--- src/rtl/ssm_pkg.sv ---
package ssm_pkg;

    // Speed value flags captured during one revolution interval
    typedef struct packed {
        logic below_nom;   // count reached nominal threshold (slow side)
        logic too_slow;    // count reached slow-limit threshold
        logic not_fast;    // fast-limit threshold not yet reached
    } vflags_t;

    // Status registers presented at the outputs
    typedef struct packed {
        logic speed_up;
        logic out_tol;
    } status_t;

    localparam vflags_t VFLAGS_INIT = '{below_nom: 1'b0, too_slow: 1'b0, not_fast: 1'b1};
    localparam status_t STATUS_INIT = '{speed_up: 1'b1, out_tol: 1'b0};

endpackage

--- src/rtl/ssm_sequencer.sv ---
module ssm_sequencer (
    input  logic clk_i,
    input  logic rst_i,
    input  logic rev_xfer_i,
    output logic take_o,
    output logic restart_o
);

    typedef struct packed {
        logic restart;
    } seq_t;

    seq_t seq_d, seq_q;
    logic take;

    always_comb begin
        take          = rev_xfer_i && !seq_q.restart;
        seq_d         = seq_q;
        seq_d.restart = take;
        if (rst_i) begin
            seq_d.restart = 1'b0;
        end
    end

    always_ff @(posedge clk_i) begin
        seq_q <= seq_d;
    end

    assign take_o    = take;
    assign restart_o = seq_q.restart;

    // restart pulse exactly one clock after an accepted transfer
    a_r2_restart_follows: assert property (@(posedge clk_i) disable iff (rst_i)
        take_o |=> restart_o);

    // restart never lasts two cycles, so a pulse inside it is dropped
    a_r9_single_restart: assert property (@(posedge clk_i) disable iff (rst_i)
        restart_o |=> !restart_o);

endmodule

--- src/rtl/ssm_counter.sv ---
module ssm_counter #(
    parameter int CNT_W    = 10,
    parameter int PRE_NORM = 0,
    parameter int PRE_FAST = 82
) (
    input  logic             clk_i,
    input  logic             rst_i,
    input  logic             load_i,
    input  logic             fast_i,
    input  logic             en_i,
    output logic [CNT_W-1:0] cnt_o
);

    localparam logic [CNT_W-1:0] CNT_MAX   = '1;
    localparam logic [CNT_W-1:0] PRE_NORM_C = CNT_W'(PRE_NORM);
    localparam logic [CNT_W-1:0] PRE_FAST_C = CNT_W'(PRE_FAST);

    typedef struct packed {
        logic [CNT_W-1:0] cnt;
    } cnt_t;

    cnt_t cnt_d, cnt_q;

    always_comb begin
        cnt_d = cnt_q;
        if (load_i) begin
            cnt_d.cnt = fast_i ? PRE_FAST_C : PRE_NORM_C;
        end else if (en_i && (cnt_q.cnt != CNT_MAX)) begin
            cnt_d.cnt = cnt_q.cnt + 1'b1;
        end
        if (rst_i) begin
            cnt_d.cnt = '0;
        end
    end

    always_ff @(posedge clk_i) begin
        cnt_q <= cnt_d;
    end

    assign cnt_o = cnt_q.cnt;

    // reload picks the preset by mode
    a_r3_preset: assert property (@(posedge clk_i) disable iff (rst_i)
        load_i |=> (cnt_o == ($past(fast_i) ? PRE_FAST_C : PRE_NORM_C)));

    // a full counter stays full
    a_r4_saturate: assert property (@(posedge clk_i) disable iff (rst_i)
        (!load_i && cnt_o == CNT_MAX) |=> (cnt_o == CNT_MAX));

    // single-step increment
    a_r4_step: assert property (@(posedge clk_i) disable iff (rst_i)
        (!load_i && en_i && cnt_o != CNT_MAX) |=> (cnt_o == $past(cnt_o) + 1'b1));

endmodule

--- src/rtl/ssm_value_flags.sv ---
module ssm_value_flags
    import ssm_pkg::*;
#(
    parameter int CNT_W   = 10,
    parameter int TH_FAST = 850,
    parameter int TH_NOM  = 900,
    parameter int TH_SLOW = 950
) (
    input  logic             clk_i,
    input  logic             rst_i,
    input  logic             clr_i,
    input  logic [CNT_W-1:0] cnt_i,
    output vflags_t          flags_o
);

    localparam logic [CNT_W-1:0] TH_FAST_C = CNT_W'(TH_FAST);
    localparam logic [CNT_W-1:0] TH_NOM_C  = CNT_W'(TH_NOM);
    localparam logic [CNT_W-1:0] TH_SLOW_C = CNT_W'(TH_SLOW);

    vflags_t vf_d, vf_q;
    logic    hit_fast, hit_nom, hit_slow;

    always_comb begin
        hit_fast = (cnt_i >= TH_FAST_C);
        hit_nom  = (cnt_i >= TH_NOM_C);
        hit_slow = (cnt_i >= TH_SLOW_C);
        vf_d     = vf_q;
        if (clr_i || rst_i) begin
            vf_d = VFLAGS_INIT;
        end else begin
            if (hit_nom)  vf_d.below_nom = 1'b1;
            if (hit_slow) vf_d.too_slow  = 1'b1;
            if (hit_fast) vf_d.not_fast  = 1'b0;
        end
    end

    always_ff @(posedge clk_i) begin
        vf_q <= vf_d;
    end

    assign flags_o = vf_q;

    // restart returns every flag to its start value
    a_r2_flags_init: assert property (@(posedge clk_i) disable iff (rst_i)
        clr_i |=> (!flags_o.below_nom && !flags_o.too_slow && flags_o.not_fast));

    // nominal decode sets the below-nominal flag a cycle later
    a_r5_nom_decode: assert property (@(posedge clk_i) disable iff (rst_i)
        (!clr_i && cnt_i >= TH_NOM_C) |=> flags_o.below_nom);

    // fast-limit decode clears the not-fast flag a cycle later
    a_r5_fast_decode: assert property (@(posedge clk_i) disable iff (rst_i)
        (!clr_i && cnt_i >= TH_FAST_C) |=> !flags_o.not_fast);

endmodule

--- src/rtl/spindle_speed_monitor.sv ---
module spindle_speed_monitor
    import ssm_pkg::*;
#(
    parameter int CNT_W    = 10,
    parameter int PRE_NORM = 0,
    parameter int PRE_FAST = 82,
    parameter int TH_FAST  = 850,
    parameter int TH_NOM   = 900,
    parameter int TH_SLOW  = 950
) (
    input  logic clk_i,
    input  logic rst_i,
    input  logic rev_xfer_i,
    input  logic rate_en_i,
    input  logic overspeed_i,
    input  logic motor_start_i,
    input  logic ready_i,
    output logic speed_up_o,
    output logic out_of_tol_o,
    output logic speed_err_o
);

    logic             take;
    logic             restart;
    logic [CNT_W-1:0] cnt;
    vflags_t          vflags;
    status_t          st_d, st_q;

    ssm_sequencer u_seq (
        .clk_i     (clk_i),
        .rst_i     (rst_i),
        .rev_xfer_i(rev_xfer_i),
        .take_o    (take),
        .restart_o (restart)
    );

    ssm_counter #(
        .CNT_W   (CNT_W),
        .PRE_NORM(PRE_NORM),
        .PRE_FAST(PRE_FAST)
    ) u_cnt (
        .clk_i (clk_i),
        .rst_i (rst_i),
        .load_i(restart),
        .fast_i(overspeed_i),
        .en_i  (rate_en_i),
        .cnt_o (cnt)
    );

    ssm_value_flags #(
        .CNT_W  (CNT_W),
        .TH_FAST(TH_FAST),
        .TH_NOM (TH_NOM),
        .TH_SLOW(TH_SLOW)
    ) u_flags (
        .clk_i  (clk_i),
        .rst_i  (rst_i),
        .clr_i  (restart),
        .cnt_i  (cnt),
        .flags_o(vflags)
    );

    always_comb begin
        st_d = st_q;
        if (take) begin
            st_d.speed_up = vflags.below_nom;
            st_d.out_tol  = vflags.too_slow | vflags.not_fast;
        end
        if (motor_start_i) begin
            st_d.speed_up = 1'b1;
        end
        if (rst_i) begin
            st_d = STATUS_INIT;
        end
    end

    always_ff @(posedge clk_i) begin
        st_q <= st_d;
    end

    assign speed_up_o   = st_q.speed_up;
    assign out_of_tol_o = st_q.out_tol;
    assign speed_err_o  = ready_i & st_q.out_tol;

    // tolerance status follows the captured flags
    a_r1_tol_transfer: assert property (@(posedge clk_i) disable iff (rst_i)
        take |=> (out_of_tol_o == $past(vflags.too_slow | vflags.not_fast)));

    // speed-up status follows below-nominal unless a start pulse overrides
    a_r1_up_transfer: assert property (@(posedge clk_i) disable iff (rst_i)
        (take && !motor_start_i) |=> (speed_up_o == $past(vflags.below_nom)));

    // start pulse forces the speed-up request
    a_r6_start_preset: assert property (@(posedge clk_i) disable iff (rst_i)
        motor_start_i |=> speed_up_o);

    // an error can only appear while ready
    a_r7_err_ready: assert property (@(posedge clk_i) disable iff (rst_i)
        $rose(speed_err_o) |-> ready_i);

endmodule

--- config.mk ---
export PLATFORM = sky130hd
export DESIGN_NAME = spindle_speed_monitor
export DESIGN_NICKNAME = d
export VERILOG_FILES = /design/src/rtl/ssm_pkg.sv /design/src/rtl/ssm_sequencer.sv /design/src/rtl/ssm_counter.sv /design/src/rtl/ssm_value_flags.sv /design/src/rtl/spindle_speed_monitor.sv
export SDC_FILE = /design/constraint.sdc
export NUM_CORES = 1
export LEC_CHECK = 0
export BUFFER_PORTS_ARGS = -buffer_cell sky130_fd_sc_hd__buf_2
export CORE_MARGIN = 1.5
export CORE_UTILIZATION = 35
export DETAILED_ROUTE_END_ITERATION = 12
export MAX_ROUTING_LAYER = met4
export SETUP_SLACK_MARGIN = 0.3
export SLEW_MARGIN = 20
export SYNTH_ARGS = -nofsm -noshare
export SYNTH_HDL_FRONTEND = slang
export SYNTH_HIERARCHICAL = 1
export SYNTH_SLANG_ARGS = --single-unit
export TNS_END_PERCENT = 10
--- constraint.sdc ---
create_clock -name clk_i -period 2.7 [get_ports clk_i]
set_clock_uncertainty 0.15 [all_clocks]
set_input_delay 0.135 -clock clk_i [delete_from_list [all_inputs] [get_ports clk_i]]
set_output_delay 0.135 -clock clk_i [all_outputs]
set_load 0.02 [all_outputs]
* Word-level counts from Yosys, hierarchy flattened
Index checks and enable logic that the tools add are counted. W data, S select, Z words.
Cells by class: add/sub/neg operators 1, order comparisons 3, equal/unequal tests 1, muxes and demuxes 3, bitwise logic cells 2, reduce and logical (&&, ||, !) cells 6
Operators by type and width (number):
- $ge A10 B10 Y1 const B | 3
- $mux W10 | 2
- $add A10 B1 Y10 const B | 1
- $ne A10 B10 Y1 const B | 1
- $mux W7 | 1
- $logic_and A1 B1 Y1 | 2
- $reduce_bool A2 Y1 | 1
- $reduce_or A2 Y1 | 1
- $and A1 B1 Y1 | 1
- $logic_not A1 Y1 | 1
- $logic_or A1 B1 Y1 | 1
- $or A1 B1 Y1 | 1
Storage, ports and cells: flip-flop bits (word level) 16, output and inout port bits 3, logic and storage cells 23

* Longest topological paths before layout
depth after elaboration 4, depth in mapped cells 5, gate-level depth less buffers 5

* By module
Netlist, hierarchy kept.
Modules (own cells, without submodules):
- ssm_counter | times used 1, cells an instance 59, area an instance 526.8 um^2, sequential area each 200.2 um^2
- ssm_value_flags | times used 1, cells an instance 18, area an instance 152.6 um^2, sequential area each 60.1 um^2
- spindle_speed_monitor | times used 1, cells an instance 9, area an instance 78.8 um^2, sequential area each 40.0 um^2
- ssm_sequencer | times used 1, cells an instance 3, area an instance 38.8 um^2, sequential area each 20.0 um^2

* Worst setup path before layout
OpenSTA, ideal clock, no wires.
path kind reg2reg, start point register u_cnt.cnt_q (netlist bit u_cnt/cnt_o[1]), end point register u_cnt.cnt_q (netlist bit u_cnt/cnt_o[4]), setup time 0.120 ns, arrival time 1.274 ns, setup slack 1.156 ns, stages on the path, launching flop included 6, buffers on the path 0, path through dfxtp_1 -> ha_1 -> nand2_1 -> a21oi_1 -> a31oi_1 -> o31a_1
Between the ends: word-level cells in the longest chain between the ends 3
RTL lines:
- start: declaration | line ssm_counter.sv:22 | cnt_t cnt_d, cnt_q;
- start signal: assignment | line ssm_counter.sv:37 | cnt_q <= cnt_d;
- $add A10 B1 Y10 or $ne A10 B10 Y1 (tied branches) | line ssm_counter.sv:29, ssm_counter.sv:28
- $mux W10 or $logic_and A1 B1 Y1 (tied branches) | line ssm_counter.sv:28 | end else if (en_i && (cnt_q.cnt != CNT_MAX)) begin
- $mux W10 or $reduce_bool A2 Y1 (tied branches)
Several ways; a longest one is shown, not always the timed one. The select of a mux whose other input is x is not followed. A chain may end at the register's enable or synchronous reset.

* Worst setup path in the final report
Same ends and word-level chain as after synthesis.

==> results.tsv <==
metric	value	unit
cp_max_fo	6	
holdCritPathClass	primary input to flip-flop	
ys_seq_area_share	40.2	%
clkSinkCount	16	
cp.arrival	1.85	ns
ys_types	33	
die_height	50.7	µm
core	2190	µm²
yosysWarnings	6	
whs_path_depth	4	
p_leak	0.355	nW
yosysTopAreaCellShare	40.2	%
r2r_slack	0.89	ns
dp_hpwl	1240	µm
firstDrtPassIters	4	
grt_pass1_wl	3110	µm
drt-total-wl	1840	µm
path_clk_slew	0.10	ns
avgSynthCellArea	8.96	µm²
setup.worst_path.start_class	flip-flop	
vias_per_cell	5.62	
synthArstFlopShare	0	%
slew_violations	0	
timing.hold.ws	0.0878	ns
io_buffers	9	
syn-cell-area	797	µm²
grt_max_degree	12	
hold_violations	0	
worst-setup-path-type	flip-flop to flip-flop	
crit_path_top_delay_cell	dfxtp_1	
grt_remaining_overflow	0	
worst_r2r_endpoint	u_cnt/cnt_o[4]	
rows	17	
synth_compound_area_share	23.2	%
worstMarginPinSlew	0.374	ns
cts_tree	done	
peakVddDrop	424	µV
cp-end-kind	flip-flop	
cp_cell_sequence	ha_1 > nand2_1 > a21oi_1 > a31oi_1 > o31a_1	
max_slew_margin	74.4	%
r2r_cells	5	
first_iter_violations	7	
syn_to_final_growth	20.4	%
antenna_found_initial	0	
crit_path_end	u_cnt/cnt_o[4]	
synth_common_cells	dfxtp_1 (16), nor2_1 (9), inv_1 (7)	
required	2.74	ns
detail-route-antenna-nets	0	
drc	0	
post_cts_buffers	0	
nNetsFinal	115	
synth_top_family_by_area	simple AND/OR/NAND/NOR gates	
synthAdderAreaFrac	1.57	%
path_depth	5	
synthesis.nets	97	
synth.area.mux_share	3.14	%
clk_latency	0.29	ns
yosys.area.top_type	dfxtp_1	
path_delay_family	compound AO/OA/AOI/OAI gates	
cpPeakStageDelay	0.41	ns
synthTopCellsByArea	dfxtp_1 (40%), a211oi_1 (4.7%), nor2_1 (4.2%)	
status	completed	
setup_viol	0	
synth_ff_type	dfxtp_1	
num-fill-cells	231	
drive_gt1_share	19.8	%
cts_max_level	1	
max_freq	554	MHz
diodes	0	
grt_pass1_vias	703	
die_w	50.7	µm
start_util	36.4	%
vias	753	
die-area	2570	µm²
worst-path-buf-inv	0	
grt.total_usage	16.8	%
finalCriticalPeriod	1.81	ns
root_buffer	clkbuf_4	
fin_tns_setup	0	ns
cts_buffers	3	
yosys.area_share.simple	24.8	%
synth_xor_xnor_area_share	3.30	%
p_per_area	492	nW/µm²
wl_per_cell	13.7	µm
synth_seq_cells	16	
io_pins	10	
timing.rr.start	u_cnt/cnt_o[1]	
cp-startpoint	u_cnt/cnt_o[1]	
synthesis.instances	89	
rsz0062_at_grt	false	
synth_edf_count	0	
gp_congestion	0.834	
clockBufferDepth	2	
maxCapViolCount	0	
synth.most_common_cell	dfxtp_1	
period_share	66.9	%
==> placed cells by master (no fill, tap or decap), drive strengths merged <==
cell type	n
a2111oi	2
a211oi	5
a21o	1
a21oi	5
a311oi	2
a31o	1
a31oi	3
and2	1
and4	2
buf	9
clkbuf	4
dfxtp	16
dlygate4sd3	5
ha	1
inv	7
mux2	1
mux2i	1
nand2	5
nand3	3
nand4	1
nor2	9
nor2b	2
nor3	5
nor3b	1
nor4	2
o21a	2
o21ai	1
o31a	1
o41ai	1
or2	2
or3	1
or4	1
xnor2	3
==> stage by stage <==
step	power (mW)	cells	area (µm²)	utilization (%)	worst slack, ns
after floorplan	0.292	89	797	-	1.16
after global placement	0.307	125	873	39.9	0.917
after detailed placement	0.309	125	873	39.9	0.919
after CTS	0.477	134	960	43.8	0.900
after global routing	0.492	134	960	43.8	0.768
final	0.472	134	960	43.8	0.894
==> report_power, final <==
group	leakage, nW	internal (mW)	switching [mW]	total (mW)
Clock	0.0210	0.0822	0.0807	0.163
Sequential	0.130	0.244	0.0119	0.256
Combinational	0.204	0.0277	0.0254	0.0530
Total	0.355	0.354	0.118	0.472
==> worst register-to-register path, delay by kind of cell, from the launching register on <==
family | cells | cell delay, ns
AO/OA/AOI/OAI | 3 | 0.62
flip-flops | 1 | 0.41
adder cells (fa/ha/maj) | 1 | 0.35
AND/OR/NAND/NOR | 1 | 0.19
==> timing repair <==
item | in CTS | in global routing
hold buffers | 5 | 0
resized for setup | 0 | 0
hold endpoints to repair | 5 | 0
==> cell families after synthesis <==
group                      count (synthesis)
buffers and inverters                      8
and+or+nand+nor                           35
AOI/OAI and AO/OA                         24
DFF                                       16
muxes                                      2
xor gates and xnor gates                   3
adders and majority gates                  1
==> flip-flops by register name, indices dropped and copies added (netlist names) <==
register         count
u_seq/restart_o      1
out_of_tol_o         1
u_cnt/cnt_o         10
speed_up_o           1
u_flags/flags_o      3
==> layout make-up <==
class	count	area, µm²	share of cell area, %
Tap cell	28	35.0	3.65
Timing Repair Buffer	14	95.1	9.91
Sequential cell	16	320	33.4
Inverter	7	26.3	2.74
Multi-Input combinational cell	65	447	46.5
Clock buffer	4	36.3	3.78
==> routing by layer <==
layer	wire, µm	up-vias	GRT usage (%)
li1	-	367	-
met1	839	355	19.0
met2	859	27	26.5
met3	101	4	5.65
met4	36	0	8.56
met5	0	-	-
==> how the worst min path moves through the flow <==
stage	endpoint	slack [ns]	from
6_report	u_cnt/cnt_o[6]	0.09	overspeed_i
5_1_grt	u_cnt/cnt_o[1]	0.11	overspeed_i
4_1_cts	u_cnt/cnt_o[1]	0.07	overspeed_i
3_5_place_dp	speed_up_o	0.17	motor_start_i
3_3_place_gp	speed_up_o	0.16	motor_start_i
2_1_floorplan	u_seq/restart_o	0.06	rst_i
Power figures use the tool's default switching activity.
